$ cat src/rtl/line_access_pkg.sv
package line_access_pkg;
  typedef struct packed {
    logic forceOff;
    logic load;
  } swStrobe_t;

  typedef struct packed {
    logic breakOn;
    logic ringOn;
    logic testOn;
  } swState_t;
endpackage

$ cat src/rtl/la_sync.sv
module la_sync #(
  parameter int W = 1,
  parameter int STAGES = 2,
  parameter logic [W-1:0] RST_VAL = '0
) (
  input  logic         clk,
  input  logic         rstN,
  input  logic [W-1:0] d,
  output logic [W-1:0] q
);
  logic [W-1:0] stage [STAGES];

  always_ff @(posedge clk or negedge rstN) begin
    if (!rstN) begin
      for (int i = 0; i < STAGES; i++) stage[i] <= RST_VAL;
    end else begin
      stage[0] <= d;
      for (int i = 1; i < STAGES; i++) stage[i] <= stage[i-1];
    end
  end

  assign q = stage[STAGES-1];
endmodule

$ cat src/rtl/la_ctrl.sv
module la_ctrl
  import line_access_pkg::*;
(
  input  logic      clk,
  input  logic      rstN,
  input  logic      holdS,
  input  logic      shutdownN,
  input  logic      supplyOk,
  input  logic      batteryOk,
  output swStrobe_t strobe
);
  logic lockout;
  logic powerBad;

  assign powerBad = !supplyOk || !batteryOk;

  // sticky lockout: armed by reset or power loss, released by a seen enable
  always_ff @(posedge clk or negedge rstN) begin
    if (!rstN)         lockout <= 1'b1;
    else if (powerBad) lockout <= 1'b1;
    else if (!holdS)   lockout <= 1'b0;
  end

  always_comb begin
    strobe.forceOff = lockout || powerBad || !shutdownN;
    strobe.load     = !holdS;
  end
endmodule

$ cat src/rtl/la_datapath.sv
module la_datapath
  import line_access_pkg::*;
#(
  parameter bit EXTENDED = 1'b0
) (
  input  logic      clk,
  input  logic      rstN,
  input  swStrobe_t strobe,
  input  logic      ringS,
  input  logic      testS,
  output swState_t  state
);
  swState_t nextState;

  generate
    if (EXTENDED) begin : g_ext
      always_comb begin
        nextState.breakOn = !ringS;
        nextState.ringOn  = ringS;
        nextState.testOn  = testS;
      end
    end else begin : g_basic
      always_comb begin
        unique case ({ringS, testS})
          2'b00:   nextState = '{breakOn: 1'b1, ringOn: 1'b0, testOn: 1'b0};
          2'b01:   nextState = '{breakOn: 1'b0, ringOn: 1'b0, testOn: 1'b1};
          2'b10:   nextState = '{breakOn: 1'b0, ringOn: 1'b1, testOn: 1'b0};
          default: nextState = '0;
        endcase
      end
    end
  endgenerate

  always_ff @(posedge clk or negedge rstN) begin
    if (!rstN)                state <= '0;
    else if (strobe.forceOff) state <= '0;
    else if (strobe.load)     state <= nextState;
  end
endmodule

$ cat src/rtl/line_access_ctrl.sv
module line_access_ctrl
  import line_access_pkg::*;
#(
  parameter bit EXTENDED = 1'b0,
  parameter int SYNC_STAGES = 2
) (
  input  logic       clk,
  input  logic       rstN,
  input  logic       ringIn,
  input  logic       testIn,
  input  logic       holdN,
  input  logic       shutdownN,
  input  logic       supplyOk,
  input  logic       batteryOk,
  output logic       breakEn,
  output logic       ringEn,
  output logic       testEn,
  output logic [2:0] stateCode
);
  localparam int SYNC_W = 3;
  localparam logic [SYNC_W-1:0] SYNC_RST = 3'b001;

  logic [SYNC_W-1:0] syncOut;
  swStrobe_t strobe;
  swState_t  state;

  la_sync #(.W(SYNC_W), .STAGES(SYNC_STAGES), .RST_VAL(SYNC_RST)) u_sync (
    .clk(clk), .rstN(rstN), .d({ringIn, testIn, holdN}), .q(syncOut)
  );

  la_ctrl u_ctrl (
    .clk(clk), .rstN(rstN), .holdS(syncOut[0]), .shutdownN(shutdownN),
    .supplyOk(supplyOk), .batteryOk(batteryOk), .strobe(strobe)
  );

  la_datapath #(.EXTENDED(EXTENDED)) u_dp (
    .clk(clk), .rstN(rstN), .strobe(strobe),
    .ringS(syncOut[2]), .testS(syncOut[1]), .state(state)
  );

  assign breakEn   = state.breakOn;
  assign ringEn    = state.ringOn;
  assign testEn    = state.testOn;
  assign stateCode = {state.breakOn, state.ringOn, state.testOn};
endmodule

$ cat config.mk
export PLATFORM = sky130hd
export DESIGN_NAME = line_access_ctrl
export DESIGN_NICKNAME = d
export VERILOG_FILES = /design/src/rtl/line_access_pkg.sv /design/src/rtl/la_sync.sv /design/src/rtl/la_ctrl.sv /design/src/rtl/la_datapath.sv /design/src/rtl/line_access_ctrl.sv
export SDC_FILE = /design/constraint.sdc
export NUM_CORES = 1
export LEC_CHECK = 0
export CAP_MARGIN = 20
export CORE_AREA = 5 5 42 44
export DETAILED_ROUTE_END_ITERATION = 16
export DIE_AREA = 0 0 47 49
export DONT_BUFFER_PORTS = 1
export GPL_TIMING_DRIVEN = 1
export SLEW_MARGIN = 20
export SYNTH_ARGS = -nofsm -noshare
export SYNTH_HDL_FRONTEND = slang
export SYNTH_HIERARCHICAL = 1
export SYNTH_SLANG_ARGS = --single-unit
$ cat constraint.sdc
create_clock -name clk -period 1.64 [get_ports clk]
set_input_delay 0.082 -clock clk [delete_from_list [all_inputs] [get_ports clk]]
set_output_delay 0.082 -clock clk [all_outputs]
set_load 0.005 [all_outputs]
==> summary.log, run 1 <==
[clock_tree] clock-pin slew of the registers on the worst-case setup and hold paths 70 ps
[job] max-cap viol count 0
[power_and_ir_drop] final total power 0.000502 W
[floorplan] total I/O pin count 14
[yosys] cell area after technology mapping 375 sq um
[clock_tree] total of cells resized after clock tree synthesis 0
[clock_tree] Num Clock Sinks 10
[routing] Detailed Routing Iterations Pass 1 2
[timing] shortest clock period the worst path allows after layout 1250 ps
[setup_path] sort of element at the end of the critical path register
[power_and_ir_drop] total leakage power 0.203 nW
[routing] Routed Antenna Nets 0
[cells_and_area] number of cells in the finished layout apart from fillers 47
[cells_and_area] final net count 40
[setup_path] Worst Path Max Fanout 2
[floorplan] Die Outline Area 2300 sq um
[clock_tree] buffer depth of the longest clock path 2
[timing] headroom to the max-slew limit 71.5%
[yosys] average instance area after synthesis 13.9 sq um
[setup_path] critical path start-end classification register to register
[timing] setup repair after global routing missed its margin no
[setup_path] critical path launch point type register
[global_routing] wire length of the first global-routing pass 924 um
[clock_tree] maximum level of the CTS H-tree 1
[yosys] number of standard cells after synthesis 27
[cells_and_area] utilization after layout 31.9%
[yosys] Seq/Total Area, Yosys 67.7%
[routing] post-route DRC violation count 0
[routing] Total Routed Length 582 um
[yosys] top area cells in the synthesized netlist dfrtp_1, dfstp_2, buf_4
[yosys] number of synthesized register bits 10
[timing] number of setup violations in the final report 0
[setup_path] arrival time at the worst endpoint 1450 ps
[routing] count of routing violations after the opening detailed-route iteration 2
[power_and_ir_drop] largest vdd supply drop 618 uV
[setup_path] Worst Path Required 1840 ps
[routing] vias per inst 4.57
[place] total of buffers placed on input and output ports 0
[timing] final hold violation count 0
[timing] post-route fraction of the period consumed by the critical path 76.2%
[power_and_ir_drop] power per cell area 1120 nW/um^2
[clock_tree] clk root buf clkbuf_4
[timing] worst hold slack after final layout 186 ps
[clock_tree] clock insertion delay at the later pin of the skew report 260 ps
[floorplan] number of cell rows 14
[status] status finished clean
[global_routing] GRT Overall Usage 6.07%
[timing] Worst Tran Pin Value 426 ps
[timing] setup tns final 0 ps
[global_routing] number of antenna violations at the first check in global routing 0
[yosys] count of cell types in the netlist 11
[cells_and_area] Area growth syn-to-layout 19.0%
[timing] Max Clk Rate 0.800 GHz
[routing] total via count in the routed design 215
[global_routing] vias in the first global route 243
[floorplan] core area 1400 sq um
[floorplan] overall die height 49 um
[cells_and_area] n_diodes 0
[yosys] Yosys warning count 6
[yosys] cell type with the largest total area after synthesis dfrtp_1
[clock_tree] CTS tree built
[place] final RePlAce weighted congestion 0.586
[floorplan] initial core utilization 26.8%
[cells_and_area] ratio of cells with drive above 1 in the final layout 29.0%
[global_routing] aggregate global routing overflow 0
[routing] post-DR wirelength/cell 12.4 um
[yosys] Synth top area share 46.7%
[cells_and_area] area used by multi-input combinational logic 68.8 sq um
[timing] count of pins over their slew limit 0
[clock_tree] number of CTS-inserted buffers 3
[yosys] Net Count, Synth 35
[floorplan] die boundary width 47 um
[global_routing] maximum number of pins on one net before global-route repair 11
[timing] setup skew after layout 6.06 ps
[cells_and_area] sequential cell area 254 sq um
[cells_and_area] fill cell count 150
[place] placed cell count 37
[hold_path] path class of the lowest-slack min-delay path primary input to async pin
==> power by group <==
group | switching (W) | internal [W]
logic | 0.00000878 | 0.0000129
registers | 0.00000421 | 0.000258
clock network | 0.0000836 | 0.000135
==> critical path, cell delays in order (launching register included) <==
cell and delay [ps]:
dfstp_2 530, nand2_1 50, nand3_1 70, dlygate4sd3_1 540
==> cells in the mapped netlist (all sizes together) <==
cell type and instances:
buf 6, dfstp 3, nand4b 1, nand3 1, a22o 1, dfrtp 7, nand2 1, a32o 2
inv 2, nor2b 1, nor2 2
==> cell families (layout without fill, tap and decap cells) <==
logic type	count (synthesis)	in the layout	synth area share, %
AND/OR/NAND/NOR	6	6	10.3
buffers and inverters	8	12	14.0
flip-flops	10	10	67.7
AO/OA/AOI/OAI	3	3	8.00
==> cells in the final DEF (no fill, tap or decap) <==
cell type / count
nand3_1: 1
nand2_1: 1
dfrtp_1: 7
a32o_1: 2
inv_1: 2
clkbuf_8: 1
clkbuf_4: 3
a22o_2: 1
dlygate4sd3_1: 6
nor2b_4: 1
dfstp_2: 3
nand4b_1: 1
nor2_1: 2
==> metrics by stage <==
step / worst slack [ps] / cell area (sq um)
6_report: 391 / 447
3_5_place_dp: 518 / 350
5_1_grt: 357 / 447
3_3_place_gp: 548 / 350
4_1_cts: 397 / 447
2_1_floorplan: 541 / 375
==> cell type report <==
type | instances | share of cell area [%]
flip-flops and latches | 10 | 56.9
multi-input cells | 9 | 15.4
clock buffers | 4 | 8.12
inverters | 2 | 1.68
well taps | 16 | 4.48
repair buffers | 6 | 13.4
==> per-layer routing <==
layer | global-route usage (%) | vias up | part of all wire (%)
li1 | - | 92 | -
met1 | 5.73 | 109 | 35
met2 | 8.37 | 14 | 46
met3 | 7.38 | 0 | 19
met4 | 1.38 | 0 | 0
met5 | 0 | - | 0
==> final timing paths <==
| path | from | to | slack [ps] | cells after the start |
|---|---|---|---|---|
| max in group asynchronous | rstN | u_sync/q[0] | 1120 | 1 |
| min reg2reg | u_sync/stage[5] | u_sync/q[2] | 350 | 0 |
| max | u_sync/q[0] | u_ctrl/lockout | 390 | 3 |
| max reg2reg | u_sync/q[0] | u_ctrl/lockout | 390 | 3 |
| min in group clk | shutdownN | u_dp/state[1] | 220 | 3 |
| min | rstN | u_sync/q[1] | 190 | 1 |
==> what timing repair did <==
item                      CTS  global route
setup buffers               0             0
hold endpoints to repair   14             0
hold buffers                6             0
==> state kept, by name, summed over array words and instances (netlist names) <==
name,flops
u_ctrl/lockout,1
u_dp/state,3
u_sync/q,3
u_sync/stage,3
No activity file was read; power rests on OpenSTA's default activity.
==> run 2, diff against run 1 <==
- clock period: 1.64 -> 1.3 ns (I/O delays scaled with it)
==> run 2 against run 1 <==
  * Global-route usage up 1.0 points
  * Largest cell class unchanged
  * Core utilization unchanged
  * Power up 27%
  * Critical path depth unchanged
==> summary.log, run 2 (synthesis gave the netlist of run 1 again) <==
[clock_tree] Post-CTS Hold Buffers 6 [unchanged]
[cells_and_area] ratio of cells with drive above 1 in the final layout 29.0% [unchanged]
[place] final RePlAce weighted congestion 0.614 [+4.8%]
[place] worst setup slack after placement 154 ps [-364 ps]
[routing] Routed Antenna Nets 0 [unchanged]
[setup_path] Worst Path Max Fanout 2 [unchanged]
[floorplan] overall die height 49 um [unchanged]
[job] max-cap viol count 0 [unchanged]
[clock_tree] clk root buf clkbuf_4
[clock_tree] number of CTS-inserted buffers 3 [unchanged]
[floorplan] die boundary width 47 um [unchanged]
[routing] vias per inst 4.40 [-3.7%]
[timing] headroom to the max-slew limit 70.8% [-0.65 points]
[place] total of buffers placed on input and output ports 0 [unchanged]
[cells_and_area] utilization after layout 31.9% [unchanged]
[setup_path] R2R Setup Slk 50 ps [-340 ps]
[setup_path] critical path start-end classification register to register
[timing] setup repair after global routing missed its margin no
[setup_path] critical path launch point type register
[global_routing] maximum number of pins on one net before global-route repair 11 [unchanged]
[setup_path] cell with the largest stage delay on the worst path dlygate4sd3_1
[power_and_ir_drop] total leakage power 0.203 nW [unchanged]
[hold_path] path class of the lowest-slack min-delay path primary input to async pin
[setup_path] RR Endpoint u_ctrl/lockout
[routing] post-route DRC violation count 0 [unchanged]
[clock_tree] Num Clock Sinks 10 [unchanged]
[clock_tree] number of buffers added for setup after CTS 0 [unchanged]
[timing] count of pins over their slew limit 0 [unchanged]
[timing] setup tns final 0 ps [unchanged]
[status] status finished clean
[clock_tree] buffer depth of the longest clock path 2 [unchanged]
[power_and_ir_drop] final total power 0.000636 W [+27%]
[place] placed cell count 37 [unchanged]
[clock_tree] total of cells resized after clock tree synthesis 0 [unchanged]
[setup_path] critical path launch point u_sync/q[0]
[routing] count of routing violations after the opening detailed-route iteration 2 [unchanged]
[global_routing] aggregate global routing overflow 0 [unchanged]
[floorplan] initial core utilization 26.8% [unchanged]
[cells_and_area] most common cell after layout, fill and taps aside dfrtp_1
[cells_and_area] number of cells in the finished layout apart from fillers 47 [unchanged]
[floorplan] number of cell rows 14 [unchanged]
[routing] post-DR wirelength/cell 13.5 um [+8.8%]
[power_and_ir_drop] power per cell area 1420 nW/um^2 [+27%]
[clock_tree] CTS tree built
[floorplan] Die Outline Area 2300 sq um [unchanged]
[setup_path] Critical Path, Cell by Cell nand2_1 > nand3_1 > dlygate4sd3_1
[timing] final hold violation count 0 [unchanged]
[global_routing] vias in the first global route 236 [-2.9%]
[routing] Total Routed Length 633 um [+8.8%]
[cells_and_area] commonest cells after routing, fill and taps aside dfrtp_1, dlygate4sd3_1, clkbuf_4, dfstp_2
[clock_tree] clock-pin slew of the registers on the worst-case setup and hold paths 60 ps [about the same]
[setup_path] Worst Path Required 1510 ps [-330 ps]
[floorplan] core area 1400 sq um [unchanged]
[global_routing] wire length of the first global-routing pass 1040 um [+12%]
[clock_tree] clock insertion delay at the later pin of the skew report 270 ps [about the same]
[setup_path] r2r worst-path depth 3 [unchanged]
[timing] Worst Tran Pin Value 436 ps [+9.74 ps]
[routing] total via count in the routed design 207 [-3.7%]
[cells_and_area] Area growth syn-to-layout 19.0% [unchanged]
[setup_path] sort of element at the end of the critical path register
[timing] Max Clk Rate 0.801 GHz [about the same]
[setup_path] arrival time at the worst endpoint 1460 ps [about the same]
[setup_path] slowest stage delay, CP 540 ps [about the same]
[cells_and_area] fill cell count 147 [-2.0%]
[timing] final worst slack 51.4 ps [-339 ps]
[routing] Detailed Routing Iterations Pass 1 4 [+2]
[cells_and_area] n_diodes 0 [unchanged]
[timing] shortest clock period the worst path allows after layout 1250 ps [-0.834 ps]
[floorplan] total I/O pin count 14 [unchanged]
[timing] setup skew after layout 3.11 ps [-2.94 ps]
[cells_and_area] final net count 40 [unchanged]
[global_routing] GRT Overall Usage 7.07% [+1.0 points]
[power_and_ir_drop] largest vdd supply drop 445 uV [-28%]
[setup_path] beginning of the worst register-to-register path u_sync/q[0]
[clock_tree] maximum level of the CTS H-tree 1 [unchanged]
[global_routing] number of antenna violations at the first check in global routing 0 [unchanged]
[timing] number of setup violations in the final report 0 [unchanged]
[timing] post-route fraction of the period consumed by the critical path 96.0% [+20 points]
-- run 2: cell counts in the layout (fill, tap and decap cells not counted) --
No cell type changed its count.
-- run 2: per-layer routing --
layer / vias up / share of wire (%) / track usage, %
met5: - / 0 / 0
met3: 2 / 20 / 7.38
met1: 99 / 32 / 6.90
met2: 14 / 47 / 9.05
met4: 0 / 1.4 / 4.15
li1: 92 / - / -
-- run 2: how the worst max path moves through the flow --
stage / endpoint / slack, ps / cells after the start
floorplan: u_dp/state[1] / 200 / 4
global placement: u_dp/state[2] / 190 / 3
detailed placement: u_dp/state[2] / 150 / 3
CTS: u_ctrl/lockout / 50 / 3
global route: u_ctrl/lockout / 30 / 3
finish: u_ctrl/lockout / 50 / 3
-- run 2: worst max-delay path, delay by kind of cell (launching register included) --
| family | cells | cell delay (ps) |
|---|---|---|
| simple gates | 2 | 120 |
| flops | 1 | 530 |
| buf+inv | 1 | 540 |
-- run 2: metrics by stage --
step,hold slack [ps],instance area [sq um]
global placement,-230,350
global route,197,447
floorplan,-231,375
finish,172,447
detailed placement,-230,350
CTS,178,447
-- run 2: where the power goes --
part           switching, W  internal, W   total, W
Sequential       0.00000581     0.000326   0.000332
Combinational     0.0000114    0.0000163  0.0000277
Clock              0.000106     0.000170   0.000276
-- run 2: final cells by class --
type / count / area, sq um / area share [%]
tap: 16 / 20.0 / 4.48
timing repair buffer: 6 / 60.1 / 13.4
clock buffer: 4 / 36.3 / 8.12
sequential: 10 / 254 / 56.9
inverter: 2 / 7.51 / 1.68
multi-input combinational: 9 / 68.8 / 15.4
==> run 3, diff against run 2 <==
- SYNTH_HIERARCHICAL: 1 -> not set
==> run 3 against run 2 <==
  * Non-clock buffer count grew 1
  * Critical endpoint is now u_dp.state[1]
  * Synthesized cell count shrank 7.4%
  * Clock-buffer cell count is the same
==> summary.log, run 3 <==
[yosys] number of standard cells after synthesis 25 [-7.4%]
[timing] final worst slack 321 ps [+269 ps]
[clock_tree] buffer depth of the longest clock path 2 [unchanged]
[place] placed cell count 38 [+2.7%]
[setup_path] sort of element at the end of the critical path register
[timing] number of setup violations in the final report 0 [unchanged]
[timing] setup tns final 0 ps [unchanged]
[global_routing] vias in the first global route 223 [-5.5%]
[routing] Routed Antenna Nets 0 [unchanged]
[clock_tree] maximum level of the CTS H-tree 1 [unchanged]
[floorplan] total I/O pin count 14 [unchanged]
[job] max-cap viol count 0 [unchanged]
[yosys] top cells by instance count after synthesis dfrtp_1, nand2_1, a21oi_1, buf_4, dfstp_2
[hold_path] path class of the lowest-slack min-delay path primary input to async pin
[status] status finished clean
[routing] Total Routed Length 589 um [-7.0%]
[cells_and_area] number of cells in the finished layout apart from fillers 49 [+4.3%]
[yosys] cell area after technology mapping 344 sq um [-8.3%]
[cells_and_area] commonest cells after routing, fill and taps aside dlygate4sd3_1, dfrtp_1, nand2_1
[yosys] Yosys warning count 0 [-6]
[yosys] most frequent cell after synthesis dfrtp_1
[floorplan] Die Outline Area 2300 sq um [unchanged]
[yosys] Seq/Total Area, Yosys 73.8% [+6.2 points]
[power_and_ir_drop] total leakage power 0.185 nW [-8.9%]
[cells_and_area] ratio of cells with drive above 1 in the final layout 21.2% [-7.8 points]
[timing] setup repair after global routing missed its margin no
[clock_tree] CTS tree built
[yosys] average instance area after synthesis 13.8 sq um [-1.0%]
[timing] final hold violation count 0 [unchanged]
[cells_and_area] final net count 42 [+5.0%]
[routing] total via count in the routed design 215 [+3.9%]
[yosys] Post-synth ARST share 100% [unchanged]
[place] worst setup slack after placement 328 ps [+174 ps]
[place] total of buffers placed on input and output ports 0 [unchanged]
[global_routing] GRT Overall Usage 6.85% [-0.22 points]
[timing] post-route fraction of the period consumed by the critical path 75.3% [-21 points]
[timing] shortest clock period the worst path allows after layout 979 ps [-269 ps]
[floorplan] core area 1400 sq um [unchanged]
[global_routing] aggregate global routing overflow 0 [unchanged]
[timing] Worst Tran Pin Value 422 ps [-13.4 ps]
[setup_path] r2r worst-path depth 2 [-1]
[yosys] number of synthesized register bits 10 [unchanged]
[power_and_ir_drop] final total power 0.000635 W [-0.14%]
[yosys] cell type with the largest total area after synthesis dfrtp_1
[floorplan] overall die height 49 um [unchanged]
[setup_path] Worst Path Max Fanout 3 [+1]
[global_routing] wire length of the first global-routing pass 945 um [-8.7%]
[power_and_ir_drop] largest vdd supply drop 597 uV [+34%]
[clock_tree] clock insertion delay at the later pin of the skew report 270 ps [about the same]
[setup_path] arrival time at the worst endpoint 1170 ps [-290 ps]
[clock_tree] number of CTS-inserted buffers 3 [unchanged]
[routing] Detailed Routing Iterations Pass 1 1 [-3]
[yosys] Synth top area share 50.9% [+4.2 points]
[cells_and_area] Area growth syn-to-layout 30.2%
[global_routing] number of antenna violations at the first check in global routing 0 [unchanged]
[floorplan] number of cell rows 14 [unchanged]
[timing] headroom to the max-slew limit 71.7% [+0.90 points]
[yosys] Top FF cell, synth dfrtp_1
[routing] post-route DRC violation count 0 [unchanged]
[clock_tree] clk root buf clkbuf_4
[yosys] Net Count, Synth 33 [-5.7%]
[timing] Max Clk Rate 1.02 GHz [+27%]
[cells_and_area] fill cell count 147 [unchanged]
[floorplan] die boundary width 47 um [unchanged]
[yosys] top area cells in the synthesized netlist dfrtp_1, dfstp_2, buf_4
[yosys] count of cell types in the netlist 9 [-2]
[timing] count of pins over their slew limit 0 [unchanged]
[yosys] number of enable-type register cells in the synthesized netlist 0 [unchanged]
[clock_tree] total of cells resized after clock tree synthesis 0 [unchanged]
[setup_path] critical path launch point type register
[routing] vias per inst 4.39 [-0.37%]
[timing] worst hold slack after final layout 166 ps [-6.24 ps]
[setup_path] critical path start-end classification register to register
[global_routing] maximum number of pins on one net before global-route repair 11 [unchanged]
[clock_tree] clock-pin slew of the registers on the worst-case setup and hold paths 60 ps [about the same]
[timing] setup skew after layout 3.40 ps [+0.286 ps]
[cells_and_area] n_diodes 0 [unchanged]
[routing] count of routing violations after the opening detailed-route iteration 0 [-2]
[routing] post-DR wirelength/cell 12.0 um [-11%]
[power_and_ir_drop] power per cell area 1420 nW/um^2 [-0.42%]
[place] final RePlAce weighted congestion 0.611 [-0.55%]
[floorplan] initial core utilization 24.6% [-2.2 points]
[setup_path] Worst Path Required 1490 ps [-20 ps]
[clock_tree] Num Clock Sinks 10 [unchanged]
==> run 3: cell count changes in the layout (fill, tap and decap cells not counted), sizes merged <==
cell | previous run | this run
or3 | 0 | 1
nor2b | 1 | 0
or3b | 0 | 2
nand2 | 1 | 4
a22o | 1 | 0
a32o | 2 | 0
inv | 2 | 0
dlygate4sd3 | 6 | 7
a21oi | 0 | 3
nor2 | 2 | 0
==> run 3: path summary, 6_finish.rpt <==
| kind | startpoint | slack, ps | endpoint |
|---|---|---|---|
| hold / removal | rstN | 170 | u_dp.state[1] |
| max in group asynchronous | rstN | 800 | u_ctrl.lockout |
| min in group clk | holdN | 340 | u_sync.stage[3] |
| setup reg to reg | u_sync.q[1] | 320 | u_dp.state[1] |
| hold reg to reg | u_sync.stage[5] | 350 | u_sync.q[2] |
| setup / recovery | u_sync.q[1] | 320 | u_dp.state[1] |
==> run 3: layer usage <==
metal	routed length [um]	global-route usage [%]	share of wire (%)
met1	166	5.26	28
met2	275	8.60	47
met3	111	6.27	19
met4	36	8.29	6.1
met5	0	0	0
==> run 3: kinds of logic (layout without fill, tap and decap cells) <==
family | Yosys count | after routing | synth area share, %
AOI/OAI and AO/OA | 3 | 3 | 4.36
buffers and inverters | 3 | 11 | 6.54
DFF | 10 | 10 | 73.8
and+or+nand+nor | 9 | 9 | 15.3
==> run 3: final cells by class <==
cell class	count	area, sq um	share of cell area [%]
Clock buffer	4	36.3	8.10
Sequential cell	10	254	56.7
Timing Repair Buffer	7	70.1	15.6
Multi-Input combinational cell	12	67.6	15.1
Tap cell	16	20.0	4.47
==> run 3: timing repair <==
action	in CTS	in global routing
hold endpoints to repair	17	0
hold buffers	7	0
setup endpoints to repair	0	0
setup buffers	0	0
==> run 3: worst max-delay path, stage by stage, from the launching register on <==
cell and delay, ps:
dfrtp_1 380, or3b_1 380, a21oi_1 150
==> run 3: metrics by stage <==
stage	instance area (sq um)	util, %
4_1_cts	448	32.0
2_1_floorplan	344	-
3_5_place_dp	342	24.4
6_report	448	32.0
5_1_grt	448	32.0
3_3_place_gp	342	24.4
==> run 3: report_power, final <==
part | leakage, nW | internal, W | switching [W] | total (W)
Sequential | 0.120 | 0.000326 | 0.00000609 | 0.000332
Clock | 0.0210 | 0.000170 | 0.000104 | 0.000274
Combinational | 0.0436 | 0.0000178 | 0.0000107 | 0.0000286
Total | 0.185 | 0.000514 | 0.000121 | 0.000635
